## src/rtl/wtCachePkg.sv

```systemverilog
package wtCachePkg;

  typedef struct packed {
    logic fill;   // install refill word into indexed entry
    logic store;  // install processor store into indexed entry
    logic push;   // enqueue store into write queue
  } ctrlStrobe_t;

  typedef enum logic [1:0] {
    ST_IDLE  = 2'd0,
    ST_DRAIN = 2'd1,
    ST_READ  = 2'd2
  } ctrlState_t;

endpackage

```

## src/rtl/wtWriteBuf.sv

```systemverilog
module wtWriteBuf #(
  parameter int ADDR_W = 32,
  parameter int DATA_W = 32,
  parameter int DEPTH  = 4
) (
  input  logic              clk,
  input  logic              rstN,
  input  logic              push,
  input  logic [ADDR_W-1:0] pushAddr,
  input  logic [DATA_W-1:0] pushData,
  input  logic              drainEn,
  output logic              memWrValid,
  input  logic              memWrReady,
  output logic [ADDR_W-1:0] memWrAddr,
  output logic [DATA_W-1:0] memWrData,
  output logic              full,
  output logic              empty
);

  localparam int PTR_W = (DEPTH > 1) ? $clog2(DEPTH) : 1;
  localparam int CNT_W = $clog2(DEPTH + 1);
  localparam logic [PTR_W-1:0] LAST_PTR = PTR_W'(DEPTH - 1);
  localparam logic [CNT_W-1:0] FULL_CNT = CNT_W'(DEPTH);

  logic [ADDR_W-1:0] addrQ [DEPTH];
  logic [DATA_W-1:0] dataQ [DEPTH];
  logic [PTR_W-1:0]  wrPtr, rdPtr;
  logic [CNT_W-1:0]  count;
  logic              pop;

  assign full       = (count == FULL_CNT);
  assign empty      = (count == '0);
  assign memWrValid = drainEn && !empty;
  assign memWrAddr  = addrQ[rdPtr];
  assign memWrData  = dataQ[rdPtr];
  assign pop        = memWrValid && memWrReady;

  genvar g;
  generate
    for (g = 0; g < DEPTH; g++) begin : gSlot
      always_ff @(posedge clk) begin
        if (push && (wrPtr == PTR_W'(g))) begin
          addrQ[g] <= pushAddr;
          dataQ[g] <= pushData;
        end
      end
    end
  endgenerate

  always_ff @(posedge clk) begin
    if (!rstN) begin
      wrPtr <= '0;
      rdPtr <= '0;
      count <= '0;
    end else begin
      if (push) wrPtr <= (wrPtr == LAST_PTR) ? '0 : wrPtr + 1'b1;
      if (pop)  rdPtr <= (rdPtr == LAST_PTR) ? '0 : rdPtr + 1'b1;
      case ({push, pop})
        2'b10:   count <= count + 1'b1;
        2'b01:   count <= count - 1'b1;
        default: count <= count;
      endcase
    end
  end

  // the controller never enqueues into a full queue
  a_r7_no_overflow: assert property (@(posedge clk) disable iff (!rstN)
    push |-> !full);

  // an offered word is held until memory takes it
  a_r11_hold_offer: assert property (@(posedge clk) disable iff (!rstN)
    (memWrValid && !memWrReady && drainEn) |=>
      (memWrValid && $stable(memWrAddr) && $stable(memWrData)));

endmodule

```

## src/rtl/wtCacheData.sv

```systemverilog
module wtCacheData
  import wtCachePkg::*;
#(
  parameter int ADDR_W = 32,
  parameter int DATA_W = 32,
  parameter int IDX_W  = 4
) (
  input  logic              clk,
  input  logic              rstN,
  input  ctrlStrobe_t       strobe,
  input  logic [ADDR_W-1:0] cpuAddr,
  input  logic [DATA_W-1:0] cpuWdata,
  input  logic [DATA_W-1:0] memRdData,
  output logic              lookupHit,
  output logic [DATA_W-1:0] cpuRdata
);

  localparam int ENTRIES = 1 << IDX_W;
  localparam int TAG_LO  = IDX_W + 2;
  localparam int TAG_W   = ADDR_W - TAG_LO;

  logic [ENTRIES-1:0] validQ;
  logic [TAG_W-1:0]   tagQ  [ENTRIES];
  logic [DATA_W-1:0]  wordQ [ENTRIES];

  logic [IDX_W-1:0]  reqIdx;
  logic [TAG_W-1:0]  reqTag;
  logic [DATA_W-1:0] installWord;
  logic              install;

  assign reqIdx      = cpuAddr[TAG_LO-1:2];
  assign reqTag      = cpuAddr[ADDR_W-1:TAG_LO];
  assign install     = strobe.fill || strobe.store;
  assign installWord = strobe.fill ? memRdData : cpuWdata;

  genvar g;
  generate
    for (g = 0; g < ENTRIES; g++) begin : gEntry
      logic sel;
      assign sel = install && (reqIdx == IDX_W'(g));

      always_ff @(posedge clk) begin
        if (!rstN)    validQ[g] <= 1'b0;
        else if (sel) validQ[g] <= 1'b1;
      end

      always_ff @(posedge clk) begin
        if (sel) begin
          tagQ[g]  <= reqTag;
          wordQ[g] <= installWord;
        end
      end
    end
  endgenerate

  assign lookupHit = validQ[reqIdx] && (tagQ[reqIdx] == reqTag);
  assign cpuRdata  = wordQ[reqIdx];

  // an installed entry matches its own address on the next cycle
  a_r5_install_matches: assert property (@(posedge clk) disable iff (!rstN)
    install |=> (validQ[$past(reqIdx)] && (tagQ[$past(reqIdx)] == $past(reqTag))));

endmodule

```

## src/rtl/wtCacheCtrl.sv

```systemverilog
module wtCacheCtrl
  import wtCachePkg::*;
(
  input  logic        clk,
  input  logic        rstN,
  input  logic        cpuReq,
  input  logic        cpuWe,
  input  logic        lookupHit,
  input  logic        wbFull,
  input  logic        wbEmpty,
  input  logic        memRdValid,
  output ctrlStrobe_t strobe,
  output logic        cpuStall,
  output logic        cpuHit,
  output logic        memRdReq,
  output logic        drainEn
);

  ctrlState_t stateQ, stateD;
  logic       isRead, isWrite;

  assign isRead  = cpuReq && !cpuWe;
  assign isWrite = cpuReq && cpuWe;
  assign cpuHit  = cpuReq && lookupHit;
  assign drainEn = (stateQ != ST_READ);

  always_comb begin
    stateD   = stateQ;
    strobe   = '0;
    cpuStall = 1'b0;
    memRdReq = 1'b0;
    unique case (stateQ)
      ST_IDLE: begin
        if (isRead && !lookupHit) begin
          cpuStall = 1'b1;
          stateD   = wbEmpty ? ST_READ : ST_DRAIN;
        end else if (isWrite) begin
          cpuStall     = wbFull;
          strobe.store = !wbFull;
          strobe.push  = !wbFull;
        end
      end
      ST_DRAIN: begin
        cpuStall = 1'b1;
        if (wbEmpty) stateD = ST_READ;
      end
      ST_READ: begin
        cpuStall = 1'b1;
        memRdReq = 1'b1;
        if (memRdValid) begin
          strobe.fill = 1'b1;
          stateD      = ST_IDLE;
        end
      end
      default: stateD = ST_IDLE;
    endcase
  end

  always_ff @(posedge clk) begin
    if (!rstN) stateQ <= ST_IDLE;
    else       stateQ <= stateD;
  end

  // refill goes out only after the write queue is empty
  a_r8_drain_first: assert property (@(posedge clk) disable iff (!rstN)
    memRdReq |-> wbEmpty);

  // a store meeting a full queue is stalled
  a_r7_full_stalls: assert property (@(posedge clk) disable iff (!rstN)
    (isWrite && wbFull) |-> cpuStall);

  // a matching load is never stalled
  a_r3_hit_no_stall: assert property (@(posedge clk) disable iff (!rstN)
    (isRead && lookupHit) |-> !cpuStall);

  // after a refill the held load hits
  a_r4_fill_then_hit: assert property (@(posedge clk) disable iff (!rstN)
    (strobe.fill && cpuReq) |=> (lookupHit && !cpuStall));

endmodule

```

## src/rtl/wtCache.sv

```systemverilog
module wtCache
  import wtCachePkg::*;
#(
  parameter int ADDR_W   = 32,
  parameter int DATA_W   = 32,
  parameter int IDX_W    = 4,
  parameter int WB_DEPTH = 4
) (
  input  logic              clk,
  input  logic              rstN,
  input  logic              cpuReq,
  input  logic              cpuWe,
  input  logic [ADDR_W-1:0] cpuAddr,
  input  logic [DATA_W-1:0] cpuWdata,
  output logic [DATA_W-1:0] cpuRdata,
  output logic              cpuHit,
  output logic              cpuStall,
  output logic              memWrValid,
  input  logic              memWrReady,
  output logic [ADDR_W-1:0] memWrAddr,
  output logic [DATA_W-1:0] memWrData,
  output logic              memRdReq,
  output logic [ADDR_W-1:0] memRdAddr,
  input  logic              memRdValid,
  input  logic [DATA_W-1:0] memRdData
);

  ctrlStrobe_t       strobe;
  logic              lookupHit, wbFull, wbEmpty, drainEn;
  logic [ADDR_W-1:0] wordAddr;

  assign wordAddr  = {cpuAddr[ADDR_W-1:2], 2'b00};
  assign memRdAddr = wordAddr;

  wtCacheCtrl ctrl_i (
    .clk        (clk),
    .rstN       (rstN),
    .cpuReq     (cpuReq),
    .cpuWe      (cpuWe),
    .lookupHit  (lookupHit),
    .wbFull     (wbFull),
    .wbEmpty    (wbEmpty),
    .memRdValid (memRdValid),
    .strobe     (strobe),
    .cpuStall   (cpuStall),
    .cpuHit     (cpuHit),
    .memRdReq   (memRdReq),
    .drainEn    (drainEn)
  );

  wtCacheData #(
    .ADDR_W (ADDR_W),
    .DATA_W (DATA_W),
    .IDX_W  (IDX_W)
  ) data_i (
    .clk       (clk),
    .rstN      (rstN),
    .strobe    (strobe),
    .cpuAddr   (cpuAddr),
    .cpuWdata  (cpuWdata),
    .memRdData (memRdData),
    .lookupHit (lookupHit),
    .cpuRdata  (cpuRdata)
  );

  wtWriteBuf #(
    .ADDR_W (ADDR_W),
    .DATA_W (DATA_W),
    .DEPTH  (WB_DEPTH)
  ) wbuf_i (
    .clk        (clk),
    .rstN       (rstN),
    .push       (strobe.push),
    .pushAddr   (wordAddr),
    .pushData   (cpuWdata),
    .drainEn    (drainEn),
    .memWrValid (memWrValid),
    .memWrReady (memWrReady),
    .memWrAddr  (memWrAddr),
    .memWrData  (memWrData),
    .full       (wbFull),
    .empty      (wbEmpty)
  );

  // only one kind of memory transaction at a time
  a_r9_single_txn: assert property (@(posedge clk) disable iff (!rstN)
    !(memRdReq && memWrValid));

  // a refill request stays up until answered, address steady
  a_r4_req_held: assert property (@(posedge clk) disable iff (!rstN)
    (memRdReq && !memRdValid) |=> (memRdReq && $stable(memRdAddr)));

endmodule

```

## config.mk

```make
export PLATFORM = sky130hd
export DESIGN_NAME = wtCache
export DESIGN_NICKNAME = d
export VERILOG_FILES = /design/src/rtl/wtCachePkg.sv /design/src/rtl/wtWriteBuf.sv /design/src/rtl/wtCacheData.sv /design/src/rtl/wtCacheCtrl.sv /design/src/rtl/wtCache.sv
export SDC_FILE = /design/constraint.sdc
export NUM_CORES = 1
export LEC_CHECK = 0
export ABC_AREA = 1
export BUFFER_PORTS_ARGS = -buffer_cell sky130_fd_sc_hd__buf_4
export CORE_MARGIN = 1.5
export CORE_UTILIZATION = 66
export CTS_CLUSTER_DIAMETER = 80
export CTS_CLUSTER_SIZE = 24
export DETAILED_ROUTE_END_ITERATION = 7
export PLACE_DENSITY_LB_ADDON = 0.08
export SKIP_CTS_REPAIR_TIMING = 1
export SKIP_LAST_GASP = 1
export SLEW_MARGIN = 40
export SYNTH_ARGS = -nofsm -noshare
export SYNTH_HDL_FRONTEND = slang
export SYNTH_SLANG_ARGS = --single-unit
```

## constraint.sdc

```tcl
create_clock -name clk -period 14.1 [get_ports clk]
set_input_delay 2.115 -clock clk [delete_from_list [all_inputs] [get_ports clk]]
set_output_delay 2.115 -clock clk [all_outputs]
set_load 0.02 [all_outputs]
```

* Word level (Yosys, flattened, before mapping) *
Memory sizes are Yosys's and may differ from the RTL's. A register that Yosys moved wholly into a read port is not among the register bits.
Cells that the tools add are included.

cells by class
  mux-type cells = 172
  eq/ne operators = 29
  add/subtract/negate cells = 4
  reduce and logical (&&, ||, !) cells = 75
  order comparisons = 1

operators by type and width
  operator               number
  $mux W32               19
  $reduce_or A32 Y1      18
  $mux W26               15
  $reduce_or A26 Y1      15
  $mux W4                30
  $mux W30               3
  $reduce_or A30 Y1      3
  $mux W1                82
  $mux W2                19
  $eq A4 B4 Y1 const B   8
  $logic_and A1 B1 Y1    27
  $eq A26 B26 Y1         1
  $eq A4 B3 Y1 const B   4
  $eq A2 B2 Y1 const B   5
  $eq A4 B2 Y1 const B   2
  $eq A2 B1 Y1 const B   3
  $pmux W2 S3            1
  $pmux W3 S2            1
  $lt A4 B5 Y1 const B   1
  $add A2 B1 Y2 const B  2
  $bmux W1 S4            1
  $eq A4 B1 Y1 const B   1
  $logic_not A1 Y1       4
  $logic_not A2 Y1       2
  12 further kinds       14

storage, ports and cells
  memory bits (writable) = 1,176
  memories = 4
  word-level logic and storage cells = 305
  register bits after elaboration = 25

memory list
  memory        depth  width  read ports  clocked after Yosys merged registers in  write ports  RTL line           RTL
  data_i.wordQ  16     32     1           0                                        1            wtCacheData.sv:24  logic [DATA_W-1:0] wordQ [ENTRIES];
  data_i.tagQ   16     26     1           0                                        1            wtCacheData.sv:23  logic [TAG_W-1:0] tagQ [ENTRIES];
  wbuf_i.dataQ  4      32     1           1                                        1            wtWriteBuf.sv:26   logic [DATA_W-1:0] dataQ [DEPTH];
  wbuf_i.addrQ  4      30     1           1                                        1            wtWriteBuf.sv:25   logic [ADDR_W-1:0] addrQ [DEPTH];

* Logic depth before layout (Yosys ltp) *
  depth in word-level cells = 27
  gate-level depth with buffers = 22

* Modules after synthesis *
A second synthesis with hierarchy kept.

unflattened totals
  cells, all modules = 3,709
  area total of the unflattened synthesis = 47,921.0 um^2

by module, submodules not included
  module       times used  area each (um^2)  seq. area each (um^2)  cells each
  wtCacheData  1           37,415.9          28,187.0               2,942
  wtWriteBuf   1           10,007.1          7,867.5                690
  wtCacheCtrl  1           254.0             40.0                   44
  wtCache      1           244.0             0.0                    33

* Worst setup path after synthesis *
No wires, ideal clock.

  path type = input port to flip-flop
  start point = input cpuAddr[3]
  end point = memory data_i.tagQ[4][0] in the netlist's numbering, enable pin
  setup time = 0.477 ns
  data required time = 13.623 ns
  arrival time = 5.806 ns
  stages = 8
  setup slack = 7.818 ns
  cell sequence = nor2_1 buf_2 clkbuf_1 clkbuf_1 inv_1 nor2_1 inv_1 nor2_1

RTL lines
  item                                                         RTL line           RTL
  from (decl)                                                  wtCache.sv:13      input logic [ADDR_W-1:0] cpuAddr,
  $mem_v2 Z16 W26 or $bmux W1 S4 (tied branches)               -
  $eq A26 B26 Y1 or $mux W1 (tied branches)                    wtCacheData.sv:56  assign lookupHit = validQ[reqIdx] && (tagQ[reqIdx] == reqTag);
  $logic_and A1 B1 Y1                                          wtCacheData.sv:56
  $logic_not A1 Y1                                             wtCacheCtrl.sv:34  if (isRead && !lookupHit) begin
  $logic_and A1 B1 Y1                                          wtCacheCtrl.sv:34
  $mux W2                                                      wtCacheCtrl.sv:34
  $mux W2                                                      wtCacheCtrl.sv:32  unique case (stateQ)
  $logic_or A1 B1 Y1                                           wtCacheData.sv:33  assign install = strobe.fill || strobe.store;
  $logic_and A1 B1 Y1 (*)                                      wtCacheData.sv:40  assign sel = install && (reqIdx == IDX_W'(g));
  net data_i.gEntry[4].sel                                     wtCacheData.sv:39  logic sel;
  $mux W1 (*)                                                  wtCacheData.sv:48  if (sel) begin
  $mux W1 (not written as such) (*)                            wtCacheData.sv:49  tagQ[g] <= reqTag;
  $reduce_or A26 Y1 (no line)                                  -
  $mux W4 (no line) or $mux W1 (tied branches) (12 in series)  -
  to (decl)                                                    wtCacheData.sv:23

The timed path passes the listed nets; every way through them passes the cells marked *. The select of a mux whose other input is x is not followed.

* Worst setup path in the final report *
  start point = input cpuAddr[2]
  end point = output cpuStall

between the ends
  longest elaborated chain between the ends = 7

RTL lines
  item                                            RTL line           RTL
  $mem_v2 Z16 W26 or $bmux W1 S4 (tied branches)  -
  $eq A26 B26 Y1 or $mux W1 (tied branches)       wtCacheData.sv:56
  $logic_and A1 B1 Y1 (*)                         wtCacheData.sv:56
  $logic_not A1 Y1 (*)                            wtCacheCtrl.sv:34
  $logic_and A1 B1 Y1 (*)                         wtCacheCtrl.sv:34
  $mux W1 (*)                                     wtCacheCtrl.sv:34
  $pmux W1 S2 (*)                                 wtCacheCtrl.sv:32
  to (decl)                                       wtCache.sv:17      output logic cpuStall,

Every way passes the cells marked *; elsewhere a longest branch is shown, timed or not. The select of a mux whose other input is x is not followed.

==> run_results.csv <==
group,metric,value,unit
critical_path,critPathCaptureType,"output port",
logic_synthesis,synthXorXnorAreaFrac,0,%
logic_synthesis,syn-instance-count,3641,
clock_tree,path_clk_slew,90,ps
sta,slew-limit-headroom,40.11,%
logic_synthesis,synth_area,47280,um^2
sta,setup-violations-final,0,
logic_synthesis,synth_adder_area_share,0.3070,%
drt,via_per_inst,6.339,
clock_tree,numClockSinks,1203,
placement,preCtsSetupSlack,6154,ps
global_route,grt_pass1_vias,29150,
final_layout,regArea,35860,um^2
clock_tree,clk_latency,660,ps
flow_run,cap_violations,0,
clock_tree,cts-root-buf,"clkbuf_16",
sta,worst_slack,6129,ps
logic_synthesis,yosysSeqAreaShare,75.84,%
logic_synthesis,ys_warn_count,0,
final_layout,syn2layout_area_growth,9.297,%
critical_path,cp-start-kind,"primary input",
critical_path,crit_fanout,101,
outcome,status,"completed",
global_route,antenna_found_initial,0,
floorplanning,io_pins,234,
global_route,grt_max_degree,112,
logic_synthesis,synth_compound_area_share,6.852,%
sta,clock_skew,16.37,ps
power_and_ir_drop,p_per_area,135.7,nW/um^2
logic_synthesis,synth_top_family_by_area,"simple AND/OR/NAND/NOR gates",
sta,worst_pin_slew,898.3,ps
clock_tree,h-tree-depth,2,
floorplanning,die_h,270.6,um
sta,rsz0062_at_grt,"no",
drt,ant_nets,0,
min_path,min_path_type,"flip-flop to flip-flop",
final_layout,num-nets-final,3866,
floorplanning,core,70510,um^2
global_route,grt_use_total,32.67,%
logic_synthesis,synth-seq-cells,1203,
clock_tree,cts_buffer_depth,3,
placement,dp.cells,4633,
drt,drt-initial-drc-count,3437,
placement,place_congestion,0.8735,
sta,tns,0,ps
clock_tree,cts_tree,"done",
floorplanning,fp-row-count,97,
power_and_ir_drop,leakage,18.18,nW
sta,period_needed,7971,ps
sta,min_period_over_period,56.53,%
logic_synthesis,synth_edf_count,1176,
global_route,overflow,0,
critical_path,worst-setup-path-type,"primary input to output port",
power_and_ir_drop,max-vdd-ir-drop,124.6,uV
final_layout,multi_input_area,10340,um^2
placement,hpwlAfterDp,64690,um
floorplanning,die_area,73250,um^2
floorplanning,die_x,270.6,um
logic_synthesis,yosys_most_used_dff,"edfxtp_1",
logic_synthesis,synth-simple-area-share,13.55,%
critical_path,crit_arrival,5860,ps
logic_synthesis,ys_types,38,
final_layout,fin_cells,4728,
drt,wl_per_cell,25.31,um
logic_synthesis,yosys-mux-area-fraction,0.7622,%
final_layout,fillers,4445,
sta,hold_viol,0,
drt,drt_first_pass_iters,7,
power_and_ir_drop,fin_total_pwr,7.014,mW
clock_tree,cts_inserted_buffers,56,
final_layout,final_core_util,73.28,%
sta,drv_slew,0,
final_layout,drive_gt1_share,10.88,%
sta,fmax,0.1255,GHz
global_route,grt_pass1_wl,178200,um
placement,port-buffer-count,227,
logic_synthesis,synthArstFlopShare,0,%
drt,vias,29970,
drt,route.detailed.drc,0,
drt,wl,119700,um
floorplanning,start_util,67.05,%
critical_path,worst-endpoint-required,11980,ps
logic_synthesis,syn_area_per_cell,12.99,um^2
final_layout,n_antenna_cell,0,
-- cells in the final DEF, fill, tap and decap left out, drive strengths merged, types with 19 or more instances in the layout --
cell type and instances:
a22oi 129, mux2 32, a21oi 19, a31oi 96, a2111o 32, nand2 1093
o22ai 62, buf 283, dfxtp 27, clkbuf 92, o21ai 145, nand3 237
inv 52, edfxtp 1176, nor2 250
-- where the power goes --
part           total (mW)  switching, mW  leakage (nW)  internal, mW
Clock                1.80           1.04         0.760         0.762
Combinational        1.07          0.755          6.59         0.317
Sequential           4.14         0.0428          10.8          4.10
Total                7.01           1.84          18.2          5.18
-- synth_stat cells, types with 2 or more instances --
library cell	n	share of area, %
edfxtp_1	1176	75
nand2_1	1091	8.7
nor2_1	248	2.0
nand3_1	237	2.5
clkbuf_1	143	1.1
o21ai_0	140	1.5
a22oi_1	129	2.0
a31oi_1	96	1.3
o22ai_1	62	0.82
inv_1	47	0.37
buf_2	38	0.40
buf_4	34	0.54
a2111o_1	32	0.76
mux2_2	32	0.76
dfxtp_1	27	1.1
a21oi_1	19	0.20
buf_1	18	0.14
nor3_1	13	0.14
ha_1	10	0.26
nand4_1	10	0.13
o21bai_1	9	0.14
clkinv_1	5	0.040
o21ai_1	5	0.053
inv_2	3	0.024
nand2_2	2	0.026
nor2_2	2	0.026
nor3b_1	2	0.032
-- cell families (layout without fill, tap and decap cells) --
group                      count (synthesis)  in the layout
AOI/OAI and AO/OA                        496            496
and+or+nand+nor                         1609           1609
DFF                                     1203           1203
muxes                                     32             32
buffers and inverters                    289            433
other                                      1              4
adders and majority gates                 11             11
-- registers in the layout, summed over array words and instances (netlist names), named ones only --
name           flops
wbuf_i.dataQ     128
ctrl_i.stateQ      2
data_i.validQ     16
data_i.wordQ     512
wbuf_i.addrQ     120
wbuf_i.rdPtr       2
wbuf_i.wrPtr       2
data_i.tagQ      416
wbuf_i.count       3
-- metrics by stage --
| step | area [um^2] | hold slack [ps] |
|---|---|---|
| after floorplan | 47290 | 439.9 |
| after global placement | 49660 | 449.0 |
| after detailed placement | 50010 | 463.6 |
| after CTS | 51600 | 485.0 |
| after global routing | 51670 | 509.0 |
| final | 51670 | 483.6 |
-- worst paths after layout --
| kind | from | end | slack, ps | cells after the start |
|---|---|---|---|---|
| worst min-delay path | data_i.validQ[2] | data_i.validQ[2] | 480 | 2 |
| worst max-delay path | cpuAddr[2] | cpuStall | 6130 | 20 |
| worst min register to register | data_i.validQ[2] | data_i.validQ[2] | 480 | 2 |
| worst max register to register | ctrl_i.stateQ[0] | data_i.tagQ[0][24] | 10450 | 9 |
-- critical path, cell delays in order --
cell	delay (ps)
buf_8	490
nand2_2	310
inv_4	270
buf_6	660
nand2_1	110
nand3_1	130
nand2_1	50
nand2_1	100
nor2_1	60
nand2_1	60
nand2_1	160
nor2_1	180
nand3_1	100
nor2_1	120
nand2_1	180
nand2_1	150
nand2_1	60
a21oi_1	120
nor2_1	60
buf_4	150
-- area by class of cell --
type,instances,share of cell area (%)
clock buffers,90,3.000
repair buffers,285,4.818
well taps,940,2.276
flip-flops and latches,1203,69.39
clock inverters,3,0.07264
inverters,55,0.4213
multi-input cells,2152,20.02
-- metal layers --
| layer | part of all wire, % | global-route usage (%) | wire length [um] | up-vias |
|---|---|---|---|---|
| li1 | - | - | - | 13280 |
| met1 | 37 | 44.10 | 44290 | 14770 |
| met2 | 50 | 54.91 | 59610 | 1649 |
| met3 | 9.4 | 4.766 | 11280 | 272 |
| met4 | 3.8 | 11.61 | 4504 | 0 |
| met5 | 0 | 0 | 0 | - |
(Power assumes the default switching activity.)
